===== config.mk =====
export PLATFORM = sky130hd
export DESIGN_NAME = tr_lock_unit
export DESIGN_NICKNAME = d
export VERILOG_FILES = /design/src/rtl/tr_lock_pkg.sv /design/src/rtl/tr_lock_table.sv /design/src/rtl/tr_lock_req_fsm.sv /design/src/rtl/tr_lock_unit.sv
export SDC_FILE = /design/constraint.sdc
export NUM_CORES = 1
export LEC_CHECK = 0
export ABC_AREA = 1
export CORE_MARGIN = 2
export CORE_UTILIZATION = 55
export DETAILED_ROUTE_END_ITERATION = 8
export DONT_BUFFER_PORTS = 1
export GPL_TIMING_DRIVEN = 0
export PLACE_DENSITY = 0.67
export SLEW_MARGIN = 20
export SYNTH_ARGS = -nofsm -noshare
export SYNTH_HDL_FRONTEND = slang
export SYNTH_SLANG_ARGS = --single-unit

===== constraint.sdc =====
create_clock -name clk_i -period 3.2 [get_ports clk_i]
set_clock_uncertainty 0.05 [all_clocks]
set_input_delay 0.48 -clock clk_i [delete_from_list [all_inputs] [get_ports clk_i]]
set_output_delay 0.48 -clock clk_i [all_outputs]
set_load 0.03 [all_outputs]

===== src/rtl/tr_lock_pkg.sv =====
package tr_lock_pkg;
  typedef enum logic [1:0] {
    SLOT_NULL  = 2'd0,
    SLOT_TOKEN = 2'd1,
    SLOT_PREQ  = 2'd2,
    SLOT_PFAIL = 2'd3
  } slot_kind_e;

  typedef enum logic [2:0] {
    ST_IDLE, ST_WAIT_TOK, ST_SKIP, ST_APPEND, ST_WAIT_REPLY
  } req_state_e;
endpackage


===== src/rtl/tr_lock_table.sv =====
module tr_lock_table #(
  parameter int NUM_HELD = 4,
  parameter int LOCK_W   = 8
) (
  input  logic              clk_i,
  input  logic              rst_ni,
  input  logic [LOCK_W-1:0] lookup_i,
  output logic              hit_o,
  input  logic              insert_i,
  input  logic [LOCK_W-1:0] insert_lock_i,
  input  logic              release_i,
  input  logic [LOCK_W-1:0] release_lock_i,
  output logic              full_o
);
  localparam int IDX_W = (NUM_HELD > 1) ? $clog2(NUM_HELD) : 1;

  logic [NUM_HELD-1:0]             valid_q;
  logic [NUM_HELD-1:0][LOCK_W-1:0] lock_q;
  logic [NUM_HELD-1:0]             hit_vec, ins_vec, rel_vec;
  logic [IDX_W-1:0]                free_idx;
  logic                            ins_present;

  for (genvar g = 0; g < NUM_HELD; g++) begin : g_match
    assign hit_vec[g] = valid_q[g] && (lock_q[g] == lookup_i);
    assign ins_vec[g] = valid_q[g] && (lock_q[g] == insert_lock_i);
    assign rel_vec[g] = valid_q[g] && (lock_q[g] == release_lock_i);
  end

  assign hit_o       = |hit_vec;
  assign ins_present = |ins_vec;
  assign full_o      = &valid_q;

  always_comb begin
    free_idx = '0;
    for (int i = NUM_HELD - 1; i >= 0; i--) begin
      if (!valid_q[i]) free_idx = IDX_W'(i);
    end
  end

  always_ff @(posedge clk_i or negedge rst_ni) begin
    if (!rst_ni) begin
      valid_q <= '0;
      lock_q  <= '0;
    end else begin
      if (release_i) valid_q <= valid_q & ~rel_vec;
      if (insert_i && !ins_present && !full_o) begin
        valid_q[free_idx] <= 1'b1;
        lock_q[free_idx]  <= insert_lock_i;
      end
    end
  end

  AST_TBL_NO_DUP: assert property (@(posedge clk_i) disable iff (!rst_ni)
    $countones(hit_vec) <= 1) else $error("duplicate held lock");
  AST_TBL_ROOM_ON_INSERT: assert property (@(posedge clk_i) disable iff (!rst_ni)
    insert_i |-> (!full_o || ins_present)) else $error("insert into full table");
endmodule


===== src/rtl/tr_lock_req_fsm.sv =====
module tr_lock_req_fsm
  import tr_lock_pkg::*;
#(
  parameter int CORE_W  = 4,
  parameter int DATA_W  = 16,
  parameter int LOCK_W  = 8,
  parameter int CORE_ID = 0
) (
  input  logic              clk_i,
  input  logic              rst_ni,
  input  logic              acq_req_i,
  input  logic [LOCK_W-1:0] acq_lock_i,
  input  logic              full_i,
  input  logic [1:0]        kind_i,
  input  logic [CORE_W-1:0] id_i,
  input  logic [DATA_W-1:0] data_i,
  output logic              busy_o,
  output logic              tok_take_o,
  output logic              append_o,
  output logic              grant_o,
  output logic              fail_o,
  output logic [LOCK_W-1:0] lock_o
);
  req_state_e        state_q;
  logic [DATA_W-1:0] cnt_q;
  logic [LOCK_W-1:0] lock_q;
  logic              own_slot;

  assign own_slot   = (id_i == CORE_W'(CORE_ID)) && (data_i == DATA_W'(lock_q));
  assign tok_take_o = (state_q == ST_WAIT_TOK) && (kind_i == SLOT_TOKEN);
  assign append_o   = (state_q == ST_APPEND);
  assign grant_o    = (state_q == ST_WAIT_REPLY) && (kind_i == SLOT_PREQ) && own_slot;
  assign fail_o     = (state_q == ST_WAIT_REPLY) && (kind_i == SLOT_PFAIL) && own_slot;
  assign busy_o     = (state_q != ST_IDLE);
  assign lock_o     = lock_q;

  always_ff @(posedge clk_i or negedge rst_ni) begin
    if (!rst_ni) begin
      state_q <= ST_IDLE;
      cnt_q   <= '0;
      lock_q  <= '0;
    end else begin
      unique case (state_q)
        ST_IDLE: if (acq_req_i && !full_i) begin
          state_q <= ST_WAIT_TOK;
          lock_q  <= acq_lock_i;
        end
        ST_WAIT_TOK: if (tok_take_o) begin
          cnt_q   <= data_i;
          state_q <= (data_i == '0) ? ST_APPEND : ST_SKIP;
        end
        ST_SKIP: begin
          cnt_q <= cnt_q - 1'b1;
          if (cnt_q == DATA_W'(1)) state_q <= ST_APPEND;
        end
        ST_APPEND: state_q <= ST_WAIT_REPLY;
        ST_WAIT_REPLY: if (grant_o || fail_o) state_q <= ST_IDLE;
        default: state_q <= ST_IDLE;
      endcase
    end
  end

  AST_SKIP_CNT_LIVE: assert property (@(posedge clk_i) disable iff (!rst_ni)
    (state_q == ST_SKIP) |-> (cnt_q != '0)) else $error("skip with zero count");
  AST_LOCK_STABLE_BUSY: assert property (@(posedge clk_i) disable iff (!rst_ni)
    (busy_o && $past(busy_o)) |-> $stable(lock_q)) else $error("lock changed in flight");
endmodule


===== src/rtl/tr_lock_unit.sv =====
module tr_lock_unit
  import tr_lock_pkg::*;
#(
  parameter int CORE_W   = 4,
  parameter int DATA_W   = 16,
  parameter int LOCK_W   = 8,
  parameter int NUM_HELD = 4,
  parameter int CORE_ID  = 3
) (
  input  logic              clk_i,
  input  logic              rst_ni,
  input  logic [1:0]        slot_kind_i,
  input  logic [CORE_W-1:0] slot_id_i,
  input  logic [DATA_W-1:0] slot_data_i,
  output logic [1:0]        slot_kind_o,
  output logic [CORE_W-1:0] slot_id_o,
  output logic [DATA_W-1:0] slot_data_o,
  input  logic              acq_req_i,
  input  logic [LOCK_W-1:0] acq_lock_i,
  input  logic              rel_req_i,
  input  logic [LOCK_W-1:0] rel_lock_i,
  output logic              busy_o,
  output logic              done_o,
  output logic              granted_o
);
  logic              full, held_hit, in_range, foreign_req;
  logic              tok_take, append, grant, fail;
  logic [LOCK_W-1:0] req_lock;
  logic [1:0]        kind_d;
  logic [CORE_W-1:0] id_d;
  logic [DATA_W-1:0] data_d;

  tr_lock_req_fsm #(
    .CORE_W(CORE_W), .DATA_W(DATA_W), .LOCK_W(LOCK_W), .CORE_ID(CORE_ID)
  ) u_req (
    .clk_i, .rst_ni,
    .acq_req_i, .acq_lock_i,
    .full_i    (full),
    .kind_i    (slot_kind_i),
    .id_i      (slot_id_i),
    .data_i    (slot_data_i),
    .busy_o,
    .tok_take_o(tok_take),
    .append_o  (append),
    .grant_o   (grant),
    .fail_o    (fail),
    .lock_o    (req_lock)
  );

  tr_lock_table #(.NUM_HELD(NUM_HELD), .LOCK_W(LOCK_W)) u_tbl (
    .clk_i, .rst_ni,
    .lookup_i      (slot_data_i[LOCK_W-1:0]),
    .hit_o         (held_hit),
    .insert_i      (grant),
    .insert_lock_i (req_lock),
    .release_i     (rel_req_i),
    .release_lock_i(rel_lock_i),
    .full_o        (full)
  );

  assign in_range    = (DATA_W'(slot_data_i[LOCK_W-1:0]) == slot_data_i);
  assign foreign_req = (slot_kind_i == SLOT_PREQ) && (slot_id_i != CORE_W'(CORE_ID));

  always_comb begin
    kind_d = slot_kind_i;
    id_d   = slot_id_i;
    data_d = slot_data_i;
    if (append) begin
      kind_d = SLOT_PREQ;
      id_d   = CORE_W'(CORE_ID);
      data_d = DATA_W'(req_lock);
    end else if (tok_take) begin
      data_d = slot_data_i + 1'b1;
    end else if (grant || fail) begin
      kind_d = SLOT_NULL;
      id_d   = '0;
      data_d = '0;
    end else if (foreign_req && held_hit && in_range) begin
      kind_d = SLOT_PFAIL;
    end
  end

  always_ff @(posedge clk_i or negedge rst_ni) begin
    if (!rst_ni) begin
      slot_kind_o <= SLOT_NULL;
      slot_id_o   <= '0;
      slot_data_o <= '0;
      done_o      <= 1'b0;
      granted_o   <= 1'b0;
    end else begin
      slot_kind_o <= kind_d;
      slot_id_o   <= id_d;
      slot_data_o <= data_d;
      done_o      <= grant || fail;
      granted_o   <= grant;
    end
  end

  AST_TOKEN_COUNT_UP: assert property (@(posedge clk_i) disable iff (!rst_ni)
    tok_take |=> (slot_kind_o == SLOT_TOKEN) && (slot_data_o == $past(slot_data_i) + 1'b1))
    else $error("token count not advanced");
  AST_PREQ_APPENDED: assert property (@(posedge clk_i) disable iff (!rst_ni)
    append |=> (slot_kind_o == SLOT_PREQ) && (slot_id_o == CORE_W'(CORE_ID)))
    else $error("request not appended");
  AST_REPLY_CONSUMED: assert property (@(posedge clk_i) disable iff (!rst_ni)
    done_o |-> (slot_kind_o == SLOT_NULL)) else $error("reply not nulled");
  AST_DONE_PULSE: assert property (@(posedge clk_i) disable iff (!rst_ni)
    done_o |=> !done_o) else $error("done longer than one cycle");
  AST_DONE_AFTER_BUSY: assert property (@(posedge clk_i) disable iff (!rst_ni)
    $rose(done_o) |-> $past(busy_o)) else $error("done without request");
  AST_IDLE_PASS: assert property (@(posedge clk_i) disable iff (!rst_ni)
    (!busy_o && !foreign_req) |=> (slot_kind_o == $past(slot_kind_i)) && (slot_data_o == $past(slot_data_i)))
    else $error("idle slot altered");
endmodule


==> results.py, run 1 <==
metrics = {
    "routing": {
        "detailroute.via_count": 5865,
        "detail_route.drc_violations": 0,
        "detail_route.first_pass.iterations": 5,
        "antenna_left": 0,
        "drt-initial-drc-count": 568,
        "vias_per_cell": 5.92,
        "postRouteWirelength_um": 19000,
        "drt-wirelength-per-cell_um": 19.1,
    },
    "finish": {
        "layoutNonFillerInstCount": 991,
        "final_net_count": 896,
        "antenna-diode-count": 0,
        "layout.cells.most_common_list": "273 x sky130_fd_sc_hd__nand2_1, 92 x sky130_fd_sc_hd__nor2_1, 87 x sky130_fd_sc_hd__inv_1, 87 x sky130_fd_sc_hd__dfrtp_1, 47 x sky130_fd_sc_hd__nand3_1",
        "layout-drive-gt1-share_pct": 7.60,
        "fillCellCount": 1002,
        "mostFrequentLayoutCell": "sky130_fd_sc_hd__nand2_1",
        "areaGrowthSynthToFinish_pct": 7.04,
    },
    "global_routing": {
        "grt_pass1_vias": 5562,
        "grt_first_pass_wirelength_um": 29800,
        "global_route.usage.total_pct": 34.7,
        "initial_antenna_violation_count": 0,
        "pin_count_of_the_biggest_net_entering_global_routing": 88,
        "gr-total-overflow": 0,
    },
    "min_path": {
        "holdCritPathClass": "in -> reg",
        "whs_path_depth": 1,
    },
    "power": {
        "p_sw_share_pct": 45.3,
        "ir_worst_vdd_mv": 0.380,
        "power.share.sequential_pct": 40.9,
        "p_leak_nw": 3.01,
        "power.combinational.fraction_pct": 39.0,
        "power.share.clock_pct": 20.1,
        "switchingPower_mw": 1.79,
        "fin_total_pwr_mw": 3.95,
        "cellInternalPower_mw": 2.16,
        "power_per_cell_area_nw_per_um2": 639,
    },
    "die": {
        "chipHeight_um": 106,
        "num_rows": 37,
        "initial_cell_density_of_the_core_pct": 56.2,
        "dieArea_um2": 11300,
        "die-width_um": 106,
        "design.portCount": 67,
        "design.core.area_um2": 10300,
    },
    "timing": {
        "finalWorstPathRequiredPeriod_ns": 2.35,
        "slew-limit-headroom_pct": 54.1,
        "fin_hold_ws_ns": 0.112,
        "unrepaired_setup_endpoints_after_global_routing": "false",
        "hold_viol": 0,
        "final_min_period_over_clock_period_pct": 73.4,
        "achievable-frequency_mhz": 426,
        "transition_time_of_the_tightest_slew_check_pin_ns": 0.684,
        "final-max-slew-violation-count": 0,
        "setup_tns_ns": 0,
        "final-setup-viol-count": 0,
    },
    "place": {
        "gp_routability_congestion": 0.957,
        "dpl.hpwl_um": 13600,
        "post-place-cells": 973,
        "port_buffers": 0,
    },
    "clocking": {
        "cts_tree": "done",
        "cts_hold_buf": 2,
        "cts_setup_buffers": 0,
        "post_cts.resized_instances": 0,
        "cts-buffers-inserted": 9,
        "cts.root.buffer_cell": "sky130_fd_sc_hd__clkbuf_8",
        "cts.path.max_buffers": 2,
        "htreeDepth": 3,
        "cts.clk_slew.worst_paths_ns": 0.08,
        "worstSkewPairLatency_ns": 0.38,
        "cts_sinks": 87,
    },
    "synth": {
        "yosysUniqueCellTypes": 47,
        "synth_area_leaders": "sky130_fd_sc_hd__dfrtp_1 38%, sky130_fd_sc_hd__nand2_1 18%, sky130_fd_sc_hd__nor2_1 6.0%",
        "cell_area_synth_um2": 5780,
        "netlist_instances": 837,
        "yosys_most_used_dff": "sky130_fd_sc_hd__dfrtp_1",
        "share_of_yosys_cell_area_claimed_by_the_top_area_cell_type_pct": 37.7,
        "synthArstFlopShare_pct": 100,
        "yosys_register_bits": 87,
        "yosys_warning_count": 0,
        "number_of_enable_flip_flop_cells_after_synthesis": 0,
        "yosysSeqAreaShare_pct": 37.7,
        "synth_largest_area_cell": "sky130_fd_sc_hd__dfrtp_1",
        "average_instance_area_after_synthesis_um2": 6.90,
        "mappedNetlistNets": 883,
    },
    "critical_path": {
        "timing.critical_path.required_ns": 3.42,
        "timing.critical_path.from_type": "register",
        "critical_path.max_fanout": 10,
        "rr_worst_depth": 13,
        "end_kind": "register",
        "cp.arrival_ns": 2.57,
        "criticalPathCategory": "reg -> reg",
    },
    "run_status": {
        "outcome": "finished clean",
    },
    "flow_run": {
        "max_cap_viol_count": 0,
    },
}
-- logic make-up (layout without fill, tap and decap cells) --
family | Yosys count | in the layout | share of synthesized area (%)
compound gates | 109 | 109 | 11.7
xor+xnor | 28 | 28 | 4.25
fa+ha+maj | 4 | 4 | 0.866
buf+inv | 129 | 147 | 9.44
flops | 87 | 87 | 37.7
simple gates | 480 | 480 | 36.1
-- final timing paths --
path | startpoint | endpoint | slack (ns)
max reg2reg | u_req.lock_o[5] | u_tbl.lock_q[31] | 0.85
min reg2reg | u_req.cnt_q[6] | u_req.cnt_q[6] | 0.48
min | slot_kind_i[0] | granted_o | 0.11
max in group asynchronous | rst_ni | u_tbl.lock_q[28] | 2.14
max | u_req.lock_o[5] | u_tbl.lock_q[31] | 0.85
min in group asynchronous | rst_ni | slot_kind_o[1] | 0.64
-- critical path, stage by stage, from the launching register on --
cell and delay, ns:
sky130_fd_sc_hd__dfrtp_1 0.37, sky130_fd_sc_hd__buf_2 0.24, sky130_fd_sc_hd__inv_1 0.31, sky130_fd_sc_hd__nand2_1 0.09, sky130_fd_sc_hd__nand2_1 0.07, sky130_fd_sc_hd__inv_1 0.04, sky130_fd_sc_hd__nand2_1 0.05, sky130_fd_sc_hd__nor2_1 0.04
sky130_fd_sc_hd__nand3_1 0.14, sky130_fd_sc_hd__nand2_1 0.07, sky130_fd_sc_hd__nor2_1 0.25, sky130_fd_sc_hd__nand4_2 0.31, sky130_fd_sc_hd__nand2_1 0.15, sky130_fd_sc_hd__nand2_1 0.06
-- sequential cells by signal, indices dropped and copies added, names as in the netlist --
signal and cells:
u_tbl.lock_q 32, slot_data_o 16, u_req.cnt_q 16, u_req.lock_o 8
slot_id_o 4, u_tbl.valid_q 4, u_req.state_q 3, slot_kind_o 2
done_o 1, granted_o 1
-- cell usage after synthesis, types with 3 or more instances --
cell / n
sky130_fd_sc_hd__ha_1: 4
sky130_fd_sc_hd__inv_2: 10
sky130_fd_sc_hd__nand2_1: 273
sky130_fd_sc_hd__nand3b_1: 3
sky130_fd_sc_hd__xor2_1: 9
sky130_fd_sc_hd__nand4_1: 29
sky130_fd_sc_hd__nand2_2: 3
sky130_fd_sc_hd__xnor2_1: 19
sky130_fd_sc_hd__nor4_1: 6
sky130_fd_sc_hd__o2111ai_1: 6
sky130_fd_sc_hd__inv_1: 87
sky130_fd_sc_hd__nor3_1: 11
sky130_fd_sc_hd__o22ai_1: 18
sky130_fd_sc_hd__a21oi_1: 23
sky130_fd_sc_hd__buf_4: 8
sky130_fd_sc_hd__buf_2: 10
sky130_fd_sc_hd__nand3_1: 47
sky130_fd_sc_hd__nor2_2: 5
sky130_fd_sc_hd__nor2_1: 92
sky130_fd_sc_hd__dfrtp_1: 87
sky130_fd_sc_hd__clkbuf_1: 10
sky130_fd_sc_hd__o21ai_0: 33
sky130_fd_sc_hd__o211ai_1: 9
sky130_fd_sc_hd__nor2_4: 3
-- routing by layer --
metal | routed length (µm) | part of all wire, % | track usage [%]
met5 | 0 | 0 | 0
met4 | 918 | 4.8 | 17.5
met3 | 1550 | 8.1 | 5.70
met2 | 8910 | 47 | 57.3
met1 | 7600 | 40 | 43.9
-- power groups by stage --
stage	clock network (mW)	logic, mW	registers (mW)
after floorplan	0	1.05	1.60
after global placement	0	1.44	1.63
after detailed placement	0	1.47	1.64
after CTS	0.806	1.50	1.62
after global routing	0.841	1.70	1.65
final	0.796	1.54	1.62
-- final cells by class --
cell class	count	area (µm²)	area share (%)
Multi-Input combinational cell	621	3050	49.4
Sequential cell	87	2180	35.2
Buffer	31	178	2.87
Tap cell	136	170	2.75
Inverter	98	368	5.95
Timing Repair Buffer	2	37.5	0.607
Clock inverter	5	57.6	0.931
Clock buffer	11	141	2.29
-- stage by stage --
| step | utilization (%) | setup slack, ns | instance area (µm²) |
|---|---|---|---|
| global route | 60.2 | 0.602 | 6180 |
| floorplan | - | 1.31 | 5780 |
| detailed placement | 57.9 | 0.886 | 5950 |
| finish | 60.2 | 0.852 | 6180 |
| global placement | 57.9 | 0.904 | 5950 |
| CTS | 60.2 | 0.900 | 6180 |
No activity file was read; power rests on OpenSTA's default activity.
==> inputs of run 2 (changes only) <==
--- a/config.mk
+++ b/config.mk
@@ -11,7 +11,7 @@
 export DETAILED_ROUTE_END_ITERATION = 8
 export DONT_BUFFER_PORTS = 1
 export GPL_TIMING_DRIVEN = 0
-export PLACE_DENSITY = 0.67
+export PLACE_DENSITY = 0.7
 export SLEW_MARGIN = 20
 export SYNTH_ARGS = -nofsm -noshare
 export SYNTH_HDL_FRONTEND = slang
==> constraint.sdc (replaced) <==
create_clock -name clk_i -period 2.09 [get_ports clk_i]
set_clock_uncertainty 0.05 [all_clocks]
set_input_delay 0.3135 -clock clk_i [delete_from_list [all_inputs] [get_ports clk_i]]
set_output_delay 0.3135 -clock clk_i [all_outputs]
set_load 0.03 [all_outputs]
==> run 2 against run 1 <==
The run now ends with negative hold slack left. Clock power up 60%. Cell count rose by 2.4%. Die area did not move. Sequential power rose by 55%. Hold slack got worse by 0.56 ns. Combinational power is 77% higher. Maximum frequency grew 14%. Highest routed layer unchanged.
==> results.py, run 2 (synthesized netlist as in run 1, its figures left out) <==
metrics = {
    "critical_path": {
        "end_kind": "register",
        "setup.reg_to_reg.worst_slack_ns": 0.04,
        "criticalPathCategory": "reg -> reg",
        "timing.critical_path.from_type": "register",
        "delay_of_the_slowest_critical_path_stage_ns": 0.41,
        "cp.arrival_ns": 2.33,
        "critical_path.max_fanout": 7,
        "ff_to_ff_start": "u_req.lock_o[5]",
        "rr_worst_depth": 14,
        "timing.critical_path.required_ns": 2.37,
        "timing.critical_path.cells": "buf_8 -> clkinvlp_4 -> buf_6 -> nand2_4 -> nand2_2 -> nor2_1 -> nand3_1 -> nor2_1 -> nor2_2 -> nand2_4 -> nor2_8 -> buf_8 -> nand4_1 -> nand2_1",
        "critical_path.slowest_cell": "sky130_fd_sc_hd__dfrtp_1",
        "crit-reg2reg-capture": "u_tbl.lock_q[19]",
    },
    "timing": {
        "unrepaired_setup_endpoints_after_global_routing": "true",
        "final-setup-viol-count": 0,
        "finalWorstPathRequiredPeriod_ns": 2.05,
        "final-max-slew-violation-count": 0,
        "achievable-frequency_mhz": 487,
        "transition_time_of_the_tightest_slew_check_pin_ns": 0.655,
        "slew-limit-headroom_pct": 56.3,
        "final_min_period_over_clock_period_pct": 98.2,
        "fin_hold_ws_ns": -0.451,
        "hold_viol": 87,
    },
    "power": {
        "ir_worst_vdd_mv": 0.593,
        "power_per_cell_area_nw_per_um2": 986,
        "p_leak_nw": 3.17,
    },
    "global_routing": {
        "global_route.usage.total_pct": 35.7,
        "pin_count_of_the_biggest_net_entering_global_routing": 88,
        "gr-total-overflow": 0,
        "grt_first_pass_wirelength_um": 30600,
        "grt_pass1_vias": 5825,
        "initial_antenna_violation_count": 0,
    },
    "routing": {
        "vias_per_cell": 6.07,
        "drt-wirelength-per-cell_um": 20.1,
        "detailroute.via_count": 6160,
        "postRouteWirelength_um": 20400,
        "drt-initial-drc-count": 587,
        "maxUsedRoutingLayer": "met4",
        "antenna_left": 0,
        "detail_route.drc_violations": 0,
        "detailroute.wirelength.met2_um": 9350,
        "wl_met3_um": 2130,
        "metal_1_wl_um": 7700,
        "detail_route.first_pass.iterations": 6,
    },
    "place": {
        "placed_area_um2": 5950,
        "port_buffers": 0,
        "dpl.hpwl_um": 13800,
        "gp_routability_congestion": 0.947,
    },
    "finish": {
        "final_net_count": 920,
        "largestRegisters": "u_tbl.lock_q (32), slot_data_o (16), u_req.cnt_q (16)",
        "final-seq-area_um2": 2180,
        "largest_register_ffs": 32,
        "fin_util_pct": 64.1,
        "antenna-diode-count": 0,
        "largest_register": "u_tbl.lock_q",
        "fin_area_um2": 6590,
        "areaGrowthSynthToFinish_pct": 14.1,
        "layout.cells.most_common_list": "266 x sky130_fd_sc_hd__nand2_1, 87 x sky130_fd_sc_hd__dfrtp_1, 86 x sky130_fd_sc_hd__nor2_1, 83 x sky130_fd_sc_hd__inv_1, 43 x sky130_fd_sc_hd__nand3_1",
        "mostFrequentLayoutCell": "sky130_fd_sc_hd__nand2_1",
        "layout-drive-gt1-share_pct": 12.9,
        "multiInputGateArea_um2": 3210,
        "fillCellCount": 954,
    },
    "die": {
        "design.portCount": 67,
        "dieArea_um2": 11300,
        "die-width_um": 106,
        "num_rows": 37,
        "chipHeight_um": 106,
        "design.core.area_um2": 10300,
        "initial_cell_density_of_the_core_pct": 56.2,
    },
    "clocking": {
        "htreeDepth": 3,
        "cts.root.buffer_cell": "sky130_fd_sc_hd__clkbuf_8",
        "cts-buffers-inserted": 9,
        "cts_sinks": 87,
        "cts.clk_slew.worst_paths_ns": 0.10,
        "worstSkewPairLatency_ns": 0.39,
        "cts_hold_buf": 5,
        "cts_tree": "done",
        "cts.path.max_buffers": 2,
    },
    "run_status": {
        "failed_checks": "negative hold slack",
        "outcome": "finished with violations",
    },
    "flow_run": {
        "max_cap_viol_count": 0,
    },
    "min_path": {
        "holdCritPathClass": "in -> async",
    },
}
## run 2: cell count changes in the layout (fill, tap and decap cells not counted), moves of 4 or more
cell,before,now
sky130_fd_sc_hd__nand2_1,273,266
sky130_fd_sc_hd__inv_1,87,83
sky130_fd_sc_hd__buf_2,10,5
sky130_fd_sc_hd__buf_4,8,21
sky130_fd_sc_hd__nand2_4,2,6
sky130_fd_sc_hd__nand3_1,47,43
sky130_fd_sc_hd__nor2_1,92,86
sky130_fd_sc_hd__nor2_4,3,7
sky130_fd_sc_hd__nand3_2,0,4
sky130_fd_sc_hd__dlygate4sd3_1,1,5
sky130_fd_sc_hd__buf_6,1,7
## run 2: worst max-delay path: cells and delay by family, from the launching register on
| kind | cells | cell delay (ns) |
|---|---|---|
| buffers and inverters | 4 | 0.55 |
| flip-flops | 1 | 0.41 |
| AND/OR/NAND/NOR | 10 | 0.98 |
## run 2: worst max-delay path by stage
stage                                start                to  slack [ns]  cells past startpoint
after detailed placement   u_req.lock_o[5]  u_tbl.lock_q[31]       -0.23                     13
after floorplan             slot_data_i[0]   u_tbl.lock_q[6]        0.37                     13
after global routing      u_req.state_q[2]  u_tbl.lock_q[16]       -0.11                     10
after CTS                 u_req.state_q[0]    slot_data_o[2]        0.01                      5
final                      u_req.lock_o[5]  u_tbl.lock_q[19]        0.04                     14
after global placement     u_req.lock_o[5]  u_tbl.lock_q[30]       -0.20                     13
## run 2: layout make-up
cell class	instances	area share (%)
multi-input cells	623	48.7
well taps	136	2.58
inverters	98	5.75
plain buffers	31	3.44
clock buffers	9	1.88
clock inverters	7	1.21
repair buffers	24	3.44
flip-flops and latches	87	33.0
## run 2: timing repair
item	4_1_cts	5_1_grt
endpoints found under the setup margin	39	61
resized for setup	13	46
buffers inserted	7	11
gates cloned	0	3
hold endpoints to repair	92	87
pin swaps	4	19
## run 2: through the flow
stage | power (mW) | setup TNS, ns | std cells | setup slack [ns] | hold WS, ns
4_1_cts | 6.12 | 0 | 1001 | 0.0104 | -0.454
6_report | 6.50 | 0 | 1015 | 0.0377 | -0.451
2_1_floorplan | 4.06 | 0 | 837 | 0.371 | -0.0321
3_5_place_dp | 4.79 | -6.67 | 973 | -0.226 | -0.0303
3_3_place_gp | 4.72 | -5.68 | 973 | -0.201 | -0.0304
5_1_grt | 6.82 | -1.51 | 1015 | -0.107 | -0.465
## run 2: routing by layer
layer / up-vias / global-route usage, %
met5: - / 0
met4: 0 / 22.2
met3: 105 / 8.09
met2: 398 / 57.3
met1: 2863 / 43.4
li1: 2794 / -
## run 2: where the power goes
group	switching, mW	internal, mW	total (mW)
Combinational	1.79	0.928	2.72
Sequential	0.468	2.04	2.51
Clock	0.708	0.565	1.27
